`src/rtl/tlb_pkg.sv`:
```
package tlb_pkg;
    localparam int VA_W  = 32;
    localparam int OFF_W = 12;
    localparam int VPN_W = VA_W - OFF_W;

    typedef enum logic [1:0] {
        OP_NONE      = 2'd0,
        OP_REFILL    = 2'd1,
        OP_FLUSH_PID = 2'd2,
        OP_FLUSH_ALL = 2'd3
    } maint_op_e;
endpackage

```
`src/rtl/tlb_maint_dec.sv`:
```
module tlb_maint_dec
    import tlb_pkg::*;
(
    input  logic      fl_all,
    input  logic      fl_pid_en,
    input  logic      rf_valid,
    output maint_op_e op
);
    // Priority: full flush, then selective flush, then refill
    always_comb begin
        unique casez ({fl_all, fl_pid_en, rf_valid})
            3'b1??:  op = OP_FLUSH_ALL;
            3'b01?:  op = OP_FLUSH_PID;
            3'b001:  op = OP_REFILL;
            default: op = OP_NONE;
        endcase
    end
endmodule

```
`src/rtl/tlb_victim.sv`:
```
module tlb_victim #(
    parameter int ENTRIES = 16,
    localparam int IDX_W  = (ENTRIES > 1) ? $clog2(ENTRIES) : 1
) (
    input  logic               clk,
    input  logic               rst_n,
    input  logic               do_refill,
    input  logic [ENTRIES-1:0] valid_vec,
    input  logic [ENTRIES-1:0] rf_match,
    output logic [IDX_W-1:0]   widx
);
    logic [IDX_W-1:0] rr_q;
    logic [IDX_W-1:0] match_idx;
    logic [IDX_W-1:0] free_idx;
    logic             any_match;
    logic             any_free;
    logic             evict;

    always_comb begin
        match_idx = '0;
        free_idx  = '0;
        for (int i = ENTRIES - 1; i >= 0; i--) begin
            if (rf_match[i])   match_idx = IDX_W'(i);
            if (!valid_vec[i]) free_idx  = IDX_W'(i);
        end
        any_match = |rf_match;
        any_free  = ~&valid_vec;
        evict     = do_refill && !any_match && !any_free;
        if (any_match)     widx = match_idx;
        else if (any_free) widx = free_idx;
        else               widx = rr_q;
    end

    always_ff @(posedge clk) begin
        if (!rst_n)
            rr_q <= '0;
        else if (evict)
            rr_q <= (rr_q == IDX_W'(ENTRIES - 1)) ? '0 : rr_q + 1'b1;
    end


    rr_range_chk: assert property (@(posedge clk) disable iff (!rst_n)
        32'(rr_q) < ENTRIES);


    refill_match_unique_chk: assert property (@(posedge clk) disable iff (!rst_n)
        $onehot0(rf_match));
endmodule

```
`src/rtl/tlb_store.sv`:
```
module tlb_store
    import tlb_pkg::*;
#(
    parameter int ENTRIES = 16,
    parameter int PID_W   = 8,
    parameter int PPN_W   = 20,
    localparam int IDX_W  = (ENTRIES > 1) ? $clog2(ENTRIES) : 1
) (
    input  logic               clk,
    input  logic               rst_n,
    input  maint_op_e          op,
    input  logic [IDX_W-1:0]   widx,
    input  logic [VPN_W-1:0]   rf_vpn,
    input  logic [PID_W-1:0]   rf_pid,
    input  logic [PPN_W-1:0]   rf_ppn,
    input  logic               rf_rd,
    input  logic               rf_wr,
    input  logic [PID_W-1:0]   fl_pid,
    input  logic [VPN_W-1:0]   lk_vpn,
    input  logic [PID_W-1:0]   lk_pid,
    output logic [ENTRIES-1:0] valid_vec,
    output logic [ENTRIES-1:0] lk_match,
    output logic [ENTRIES-1:0] rf_match,
    output logic [PPN_W-1:0]   sel_ppn,
    output logic               sel_rd,
    output logic               sel_wr
);
    logic [ENTRIES-1:0] valid_q;
    logic [ENTRIES-1:0] rd_q;
    logic [ENTRIES-1:0] wr_q;
    logic [VPN_W-1:0]   vpn_q [ENTRIES];
    logic [PID_W-1:0]   pid_q [ENTRIES];
    logic [PPN_W-1:0]   ppn_q [ENTRIES];

    for (genvar i = 0; i < ENTRIES; i++) begin : g_ent
        always_ff @(posedge clk) begin
            if (!rst_n) begin
                valid_q[i] <= 1'b0;
                rd_q[i]    <= 1'b0;
                wr_q[i]    <= 1'b0;
                vpn_q[i]   <= '0;
                pid_q[i]   <= '0;
                ppn_q[i]   <= '0;
            end else begin
                unique case (op)
                    OP_FLUSH_ALL: valid_q[i] <= 1'b0;
                    OP_FLUSH_PID: if (pid_q[i] == fl_pid) valid_q[i] <= 1'b0;
                    OP_REFILL: begin
                        if (widx == IDX_W'(i)) begin
                            valid_q[i] <= 1'b1;
                            rd_q[i]    <= rf_rd;
                            wr_q[i]    <= rf_wr;
                            vpn_q[i]   <= rf_vpn;
                            pid_q[i]   <= rf_pid;
                            ppn_q[i]   <= rf_ppn;
                        end
                    end
                    default: ;
                endcase
            end
        end

        assign lk_match[i] = valid_q[i] && vpn_q[i] == lk_vpn && pid_q[i] == lk_pid;
        assign rf_match[i] = valid_q[i] && vpn_q[i] == rf_vpn && pid_q[i] == rf_pid;


        flush_pid_sel_chk: assert property (@(posedge clk) disable iff (!rst_n)
            (op == OP_FLUSH_PID && pid_q[i] != fl_pid && valid_q[i]) |=> valid_q[i]);
    end

    assign valid_vec = valid_q;

    always_comb begin
        sel_ppn = '0;
        sel_rd  = 1'b0;
        sel_wr  = 1'b0;
        for (int i = 0; i < ENTRIES; i++) begin
            if (lk_match[i]) begin
                sel_ppn = sel_ppn | ppn_q[i];
                sel_rd  = sel_rd  | rd_q[i];
                sel_wr  = sel_wr  | wr_q[i];
            end
        end
    end


    no_dup_match_chk: assert property (@(posedge clk) disable iff (!rst_n)
        $onehot0(lk_match));


    flush_all_clear_chk: assert property (@(posedge clk) disable iff (!rst_n)
        (op == OP_FLUSH_ALL) |=> (valid_q == '0));


    reset_empty_chk: assert property (@(posedge clk)
        $rose(rst_n) |-> (valid_q == '0));
endmodule

```
`src/rtl/tagged_tlb.sv`:
```
module tagged_tlb
    import tlb_pkg::*;
#(
    parameter int ENTRIES = 16,
    parameter int PID_W   = 8,
    parameter int PPN_W   = 20,
    localparam int IDX_W  = (ENTRIES > 1) ? $clog2(ENTRIES) : 1,
    localparam int PA_W   = PPN_W + OFF_W
) (
    input  logic               clk,
    input  logic               rst_n,
    input  logic               lk_valid,
    input  logic [VA_W-1:0]    lk_vaddr,
    input  logic               lk_store,
    input  logic [PID_W-1:0]   lk_pid,
    output logic               lk_hit,
    output logic               lk_miss,
    output logic               lk_fault,
    output logic [PA_W-1:0]    lk_paddr,
    input  logic               rf_valid,
    input  logic [VPN_W-1:0]   rf_vpn,
    input  logic [PID_W-1:0]   rf_pid,
    input  logic [PPN_W-1:0]   rf_ppn,
    input  logic               rf_rd,
    input  logic               rf_wr,
    input  logic               fl_all,
    input  logic               fl_pid_en,
    input  logic [PID_W-1:0]   fl_pid
);
    maint_op_e          op;
    logic [IDX_W-1:0]   widx;
    logic [ENTRIES-1:0] valid_vec;
    logic [ENTRIES-1:0] lk_match;
    logic [ENTRIES-1:0] rf_match;
    logic [PPN_W-1:0]   sel_ppn;
    logic               sel_rd;
    logic               sel_wr;
    logic               any_hit;
    logic               allowed;

    tlb_maint_dec u_dec (
        .fl_all    (fl_all),
        .fl_pid_en (fl_pid_en),
        .rf_valid  (rf_valid),
        .op        (op)
    );

    tlb_store #(
        .ENTRIES (ENTRIES),
        .PID_W   (PID_W),
        .PPN_W   (PPN_W)
    ) u_store (
        .clk       (clk),
        .rst_n     (rst_n),
        .op        (op),
        .widx      (widx),
        .rf_vpn    (rf_vpn),
        .rf_pid    (rf_pid),
        .rf_ppn    (rf_ppn),
        .rf_rd     (rf_rd),
        .rf_wr     (rf_wr),
        .fl_pid    (fl_pid),
        .lk_vpn    (lk_vaddr[VA_W-1:OFF_W]),
        .lk_pid    (lk_pid),
        .valid_vec (valid_vec),
        .lk_match  (lk_match),
        .rf_match  (rf_match),
        .sel_ppn   (sel_ppn),
        .sel_rd    (sel_rd),
        .sel_wr    (sel_wr)
    );

    tlb_victim #(
        .ENTRIES (ENTRIES)
    ) u_victim (
        .clk       (clk),
        .rst_n     (rst_n),
        .do_refill (op == OP_REFILL),
        .valid_vec (valid_vec),
        .rf_match  (rf_match),
        .widx      (widx)
    );

    always_comb begin
        any_hit  = |lk_match;
        allowed  = lk_store ? sel_wr : sel_rd;
        lk_hit   = lk_valid && any_hit && allowed;
        lk_fault = lk_valid && any_hit && !allowed;
        lk_miss  = lk_valid && !any_hit;
        lk_paddr = lk_hit ? {sel_ppn, lk_vaddr[OFF_W-1:0]} : '0;
    end


    one_outcome_chk: assert property (@(posedge clk) disable iff (!rst_n)
        lk_valid |-> ($countones({lk_hit, lk_miss, lk_fault}) == 1));


    idle_quiet_chk: assert property (@(posedge clk) disable iff (!rst_n)
        !lk_valid |-> !(lk_hit || lk_miss || lk_fault));


    miss_after_flush_chk: assert property (@(posedge clk) disable iff (!rst_n)
        fl_all |=> !(lk_hit || lk_fault));


    offset_pass_chk: assert property (@(posedge clk) disable iff (!rst_n)
        lk_hit |-> (lk_paddr[OFF_W-1:0] == lk_vaddr[OFF_W-1:0]));
endmodule

```
`config.mk`:
```
export PLATFORM = sky130hd
export DESIGN_NAME = tagged_tlb
export DESIGN_NICKNAME = d
export VERILOG_FILES = /design/src/rtl/tlb_pkg.sv /design/src/rtl/tlb_maint_dec.sv /design/src/rtl/tlb_victim.sv /design/src/rtl/tlb_store.sv /design/src/rtl/tagged_tlb.sv
export SDC_FILE = /design/constraint.sdc
export NUM_CORES = 2
export LEC_CHECK = 0
export BUFFER_PORTS_ARGS = -buffer_cell sky130_fd_sc_hd__buf_2
export CAP_MARGIN = 20
export CORE_ASPECT_RATIO = 0.6
export CORE_MARGIN = 2
export CORE_UTILIZATION = 35
export CTS_BUF_LIST = sky130_fd_sc_hd__clkbuf_2 sky130_fd_sc_hd__clkbuf_4 sky130_fd_sc_hd__clkbuf_8
export DETAILED_ROUTE_END_ITERATION = 12
export GPL_ROUTABILITY_DRIVEN = 0
export PLACE_DENSITY = 0.55
export SETUP_SLACK_MARGIN = 0.05
export SYNTH_ARGS = -nofsm -noshare
export SYNTH_HDL_FRONTEND = slang
export SYNTH_SLANG_ARGS = --single-unit
```
`constraint.sdc`:
```
create_clock -name clk -period 14.2 [get_ports clk]
set_input_delay 0.71 -clock clk [delete_from_list [all_inputs] [get_ports clk]]
set_output_delay 0.71 -clock clk [all_outputs]
set_load 0.02 [all_outputs]
```
==> impl_metrics.tcl <==
set metrics [dict create \
    status "finished, final reports clean" \
    r2r_cell_count 12 \
    detailed_place_hpwl_mm 106.6 \
    final.min_clock_period_ns 5.964 \
    timing_hold_violations_final 0 \
    cellPowerDensity_mw_per_mm2 112.6 \
    row_count 102 \
    via_per_inst 5.978 \
    detail_route.iter0.violations 5559 \
    cts_tree "done" \
    final_common_cell "edfxtp_1" \
    worst_hold_path_type "in2reg" \
    synth-seq-cells 820 \
    postSynth.topFlopCell "edfxtp_1" \
    cts_num_sinks 820 \
    path_clk_slew_ns 0.06 \
    htree_levels 4 \
    cp_cell_sequence "buf_2, xor2_1, nor4_1, nand4_1, nor4_2, buf_4, a22o_1, a221oi_1, nand4_1, o22a_1, nand3b_1, buf_4, a31oi_1, buf_2" \
    worst_slew_margin_rel 0.1775 \
    final_antenna_net_count 0 \
    syn_area_mm2 0.04552 \
    final_cell_area_mm2 0.05043 \
    cts_hold_buf 0 \
    drive_above_1_share 0.1345 \
    fin_crit_sh 0.4200 \
    timing.clock.skew_ns 0.05995 \
    num-nets-final 4009 \
    yosys.cell_types.count 73 \
    totalWireLength_mm 186.7 \
    totalNegativeSetupSlack_ns 0 \
    worst_setup_path_end_kind "output port" \
    path_class "in2out" \
    clk-insertion-delay-late_ns 0.88 \
    max_freq_mhz 167.7 \
    cts.root.buffer_cell "clkbuf_8" \
    synth_edf_count 768 \
    grt_usage 0.2725 \
    tightest_slew_ns 1.234 \
    crit_required_ns 13.49 \
    core_area_mm2 0.1290 \
    synthDominantCellAreaShare 0.5066 \
    die_h_um 283.4 \
    io_buffers 139 \
    global_route.overflow_total 0 \
    synth_warnings 0 \
    netlist_instances 3914 \
    grt_max_degree 110 \
    number_of_antenna_violations_at_the_first_check_in_global_routing 15 \
    yosysTopAreaCell "edfxtp_1" \
    leakage_nw 19.70 \
    die_area_mm2 0.1331 \
    timing.hold.worst_path_depth 2 \
    dr_total_vias 34360 \
    layout_common_cells "edfxtp_1 (768), xor2_1 (569), and3_1 (564)" \
    cts.repair.resized 0 \
    remaining_drc_errors 0 \
    critical-path-max-stage-delay_ns 0.83 \
    grt_pass1_vias 32370 \
    synth-async-reset-ratio 0 \
    floorplan.die.width_um 469.6 \
    grt_setup_unrepaired "false" \
    crit_slowest_cell "buf_2" \
    pin_count 140 \
    place_area_mm2 0.04749 \
    drt_first_pass_iters 7 \
    setup_violations 0 \
    vdd.ir_drop.worst_mv 0.09065 \
    syn-num-nets 4020 \
    post_synth_main_area_contributors "edfxtp_1 (51%), xor2_1 (11%), xnor2_1 (8.5%)" \
    worstSetupStartpointType "input port" \
    maxSlewViolCount 0 \
    area_delta_synth_final_pct 10.77 \
    synth_seq_area_share 0.5295 \
    max_cap_violations 0 \
    fin_hold_ws_ns 0.3006 \
    syn-mean-instance-area_um2 11.63 \
    first_pass_grt_wire_length_mm 259.4 \
    post-cts-setup-buffers 0 \
    clock_buffer_count_from_cts 141 \
    clock_tree.buffer_depth 3 \
    detail_route.wl_per_cell_um 32.48 \
    worst-path-max-fanout 33 \
    floorplan.initialDensity 0.3528 \
    critical_path_arrival_ns 5.25 \
]
-- worst max-delay path, delay by kind of cell --
family                    cells  cell delay [ns]
AOI/OAI and AO/OA             4             1.05
xor gates and xnor gates      1             0.15
and+or+nand+nor               5             1.34
buffers and inverters         4             1.89
-- cells in the mapped netlist (all sizes together), types with 4 or more instances --
cell type / count
a21oi: 38
a221oi: 31
o21a: 4
o2111ai: 4
nor3: 56
or3: 5
inv: 40
o21bai: 4
edfxtp: 768
dfxtp: 52
and3: 564
a32o: 9
a31oi: 19
a311oi: 6
clkbuf: 269
or4: 4
a22o: 37
nor4: 169
a22oi: 61
nor2: 43
and4: 6
buf: 123
nand4: 141
mux2i: 21
a222oi: 31
and2: 187
a31o: 6
nand3: 50
nor2b: 6
nand2b: 6
a21boi: 4
xor2: 569
xnor2: 440
nand2: 92
o21ai: 17
-- area by class of cell --
class,instances,area (µm²)
clock inverters,58,422.9
well taps,1716,2147
flip-flops and latches,820,24100
multi-input cells,2662,19630
fillers,12340,78600
clock buffers,204,2482
repair buffers,238,1470
inverters,40,150.1
diodes,9,22.52
-- worst paths after layout --
kind / start / endpoint / slack [ns]
worst min register to register: u_store.wr_q[10]$_SDFFE_PN0P_ / u_store.wr_q[10]$_SDFFE_PN0P_ / 0.46
worst max-delay path: lk_pid[3] / lk_paddr[30] / 8.24
worst min-delay path: rf_rd / u_store.rd_q[2]$_SDFFE_PN0P_ / 0.30
worst max register to register: u_store.pid_q[0][4]$_SDFFCE_PN0P_ / u_store.ppn_q[0][81]$_SDFFCE_PN0P_ / 8.39
-- cells by family (layout without fill, tap and decap cells) --
group	after synthesis	count (layout)	share of synthesized area
AOI/OAI and AO/OA	292	292	0.05101
and+or+nand+nor	1339	1339	0.1772
xor gates and xnor gates	1009	1009	0.1941
buffers and inverters	432	540	0.04329
other	0	9	0
muxes	21	21	0.004617
DFF	820	820	0.5295
adders and majority gates	1	1	0.0002748
-- layer usage --
layer	up-vias	GRT usage	wire length, µm
met2	2589	0.3732	74570
met5	-	0	0
met4	0	0.08827	5941
met3	363	0.07214	25600
li1	14230	-	-
met1	17170	0.4110	80540
-- power breakdown --
group / total, mW / switching, mW / internal [mW] / leakage, nW
combinational: 0.576 / 0.406 / 0.170 / 9.97
clock: 2.30 / 1.10 / 1.19 / 1.54
sequential: 2.81 / 0.0778 / 2.73 / 8.19
total: 5.68 / 1.59 / 4.09 / 19.7
-- per-stage QoR --
stage / util / total power, mW / instances / setup WS [ns]
floorplan: - / 3.168 / 3914 / 9.239
global placement: 0.3677 / 3.407 / 5473 / 7.645
detailed placement: 0.3681 / 3.407 / 5475 / 7.652
CTS: 0.3906 / 5.673 / 5737 / 8.480
global route: 0.3907 / 5.808 / 5741 / 8.163
finish: 0.3908 / 5.678 / 5747 / 8.236
-- sequential cells by signal, indices dropped and copies added, names as in the netlist --
signal and count:
u_store.ppn_q 320, u_store.vpn_q 320, u_store.valid_vec 16, u_store.rd_q 16, u_victim.rr_q 4, u_store.pid_q 128, u_store.wr_q 16
Note: power is estimated with default switching activity, not from simulation.
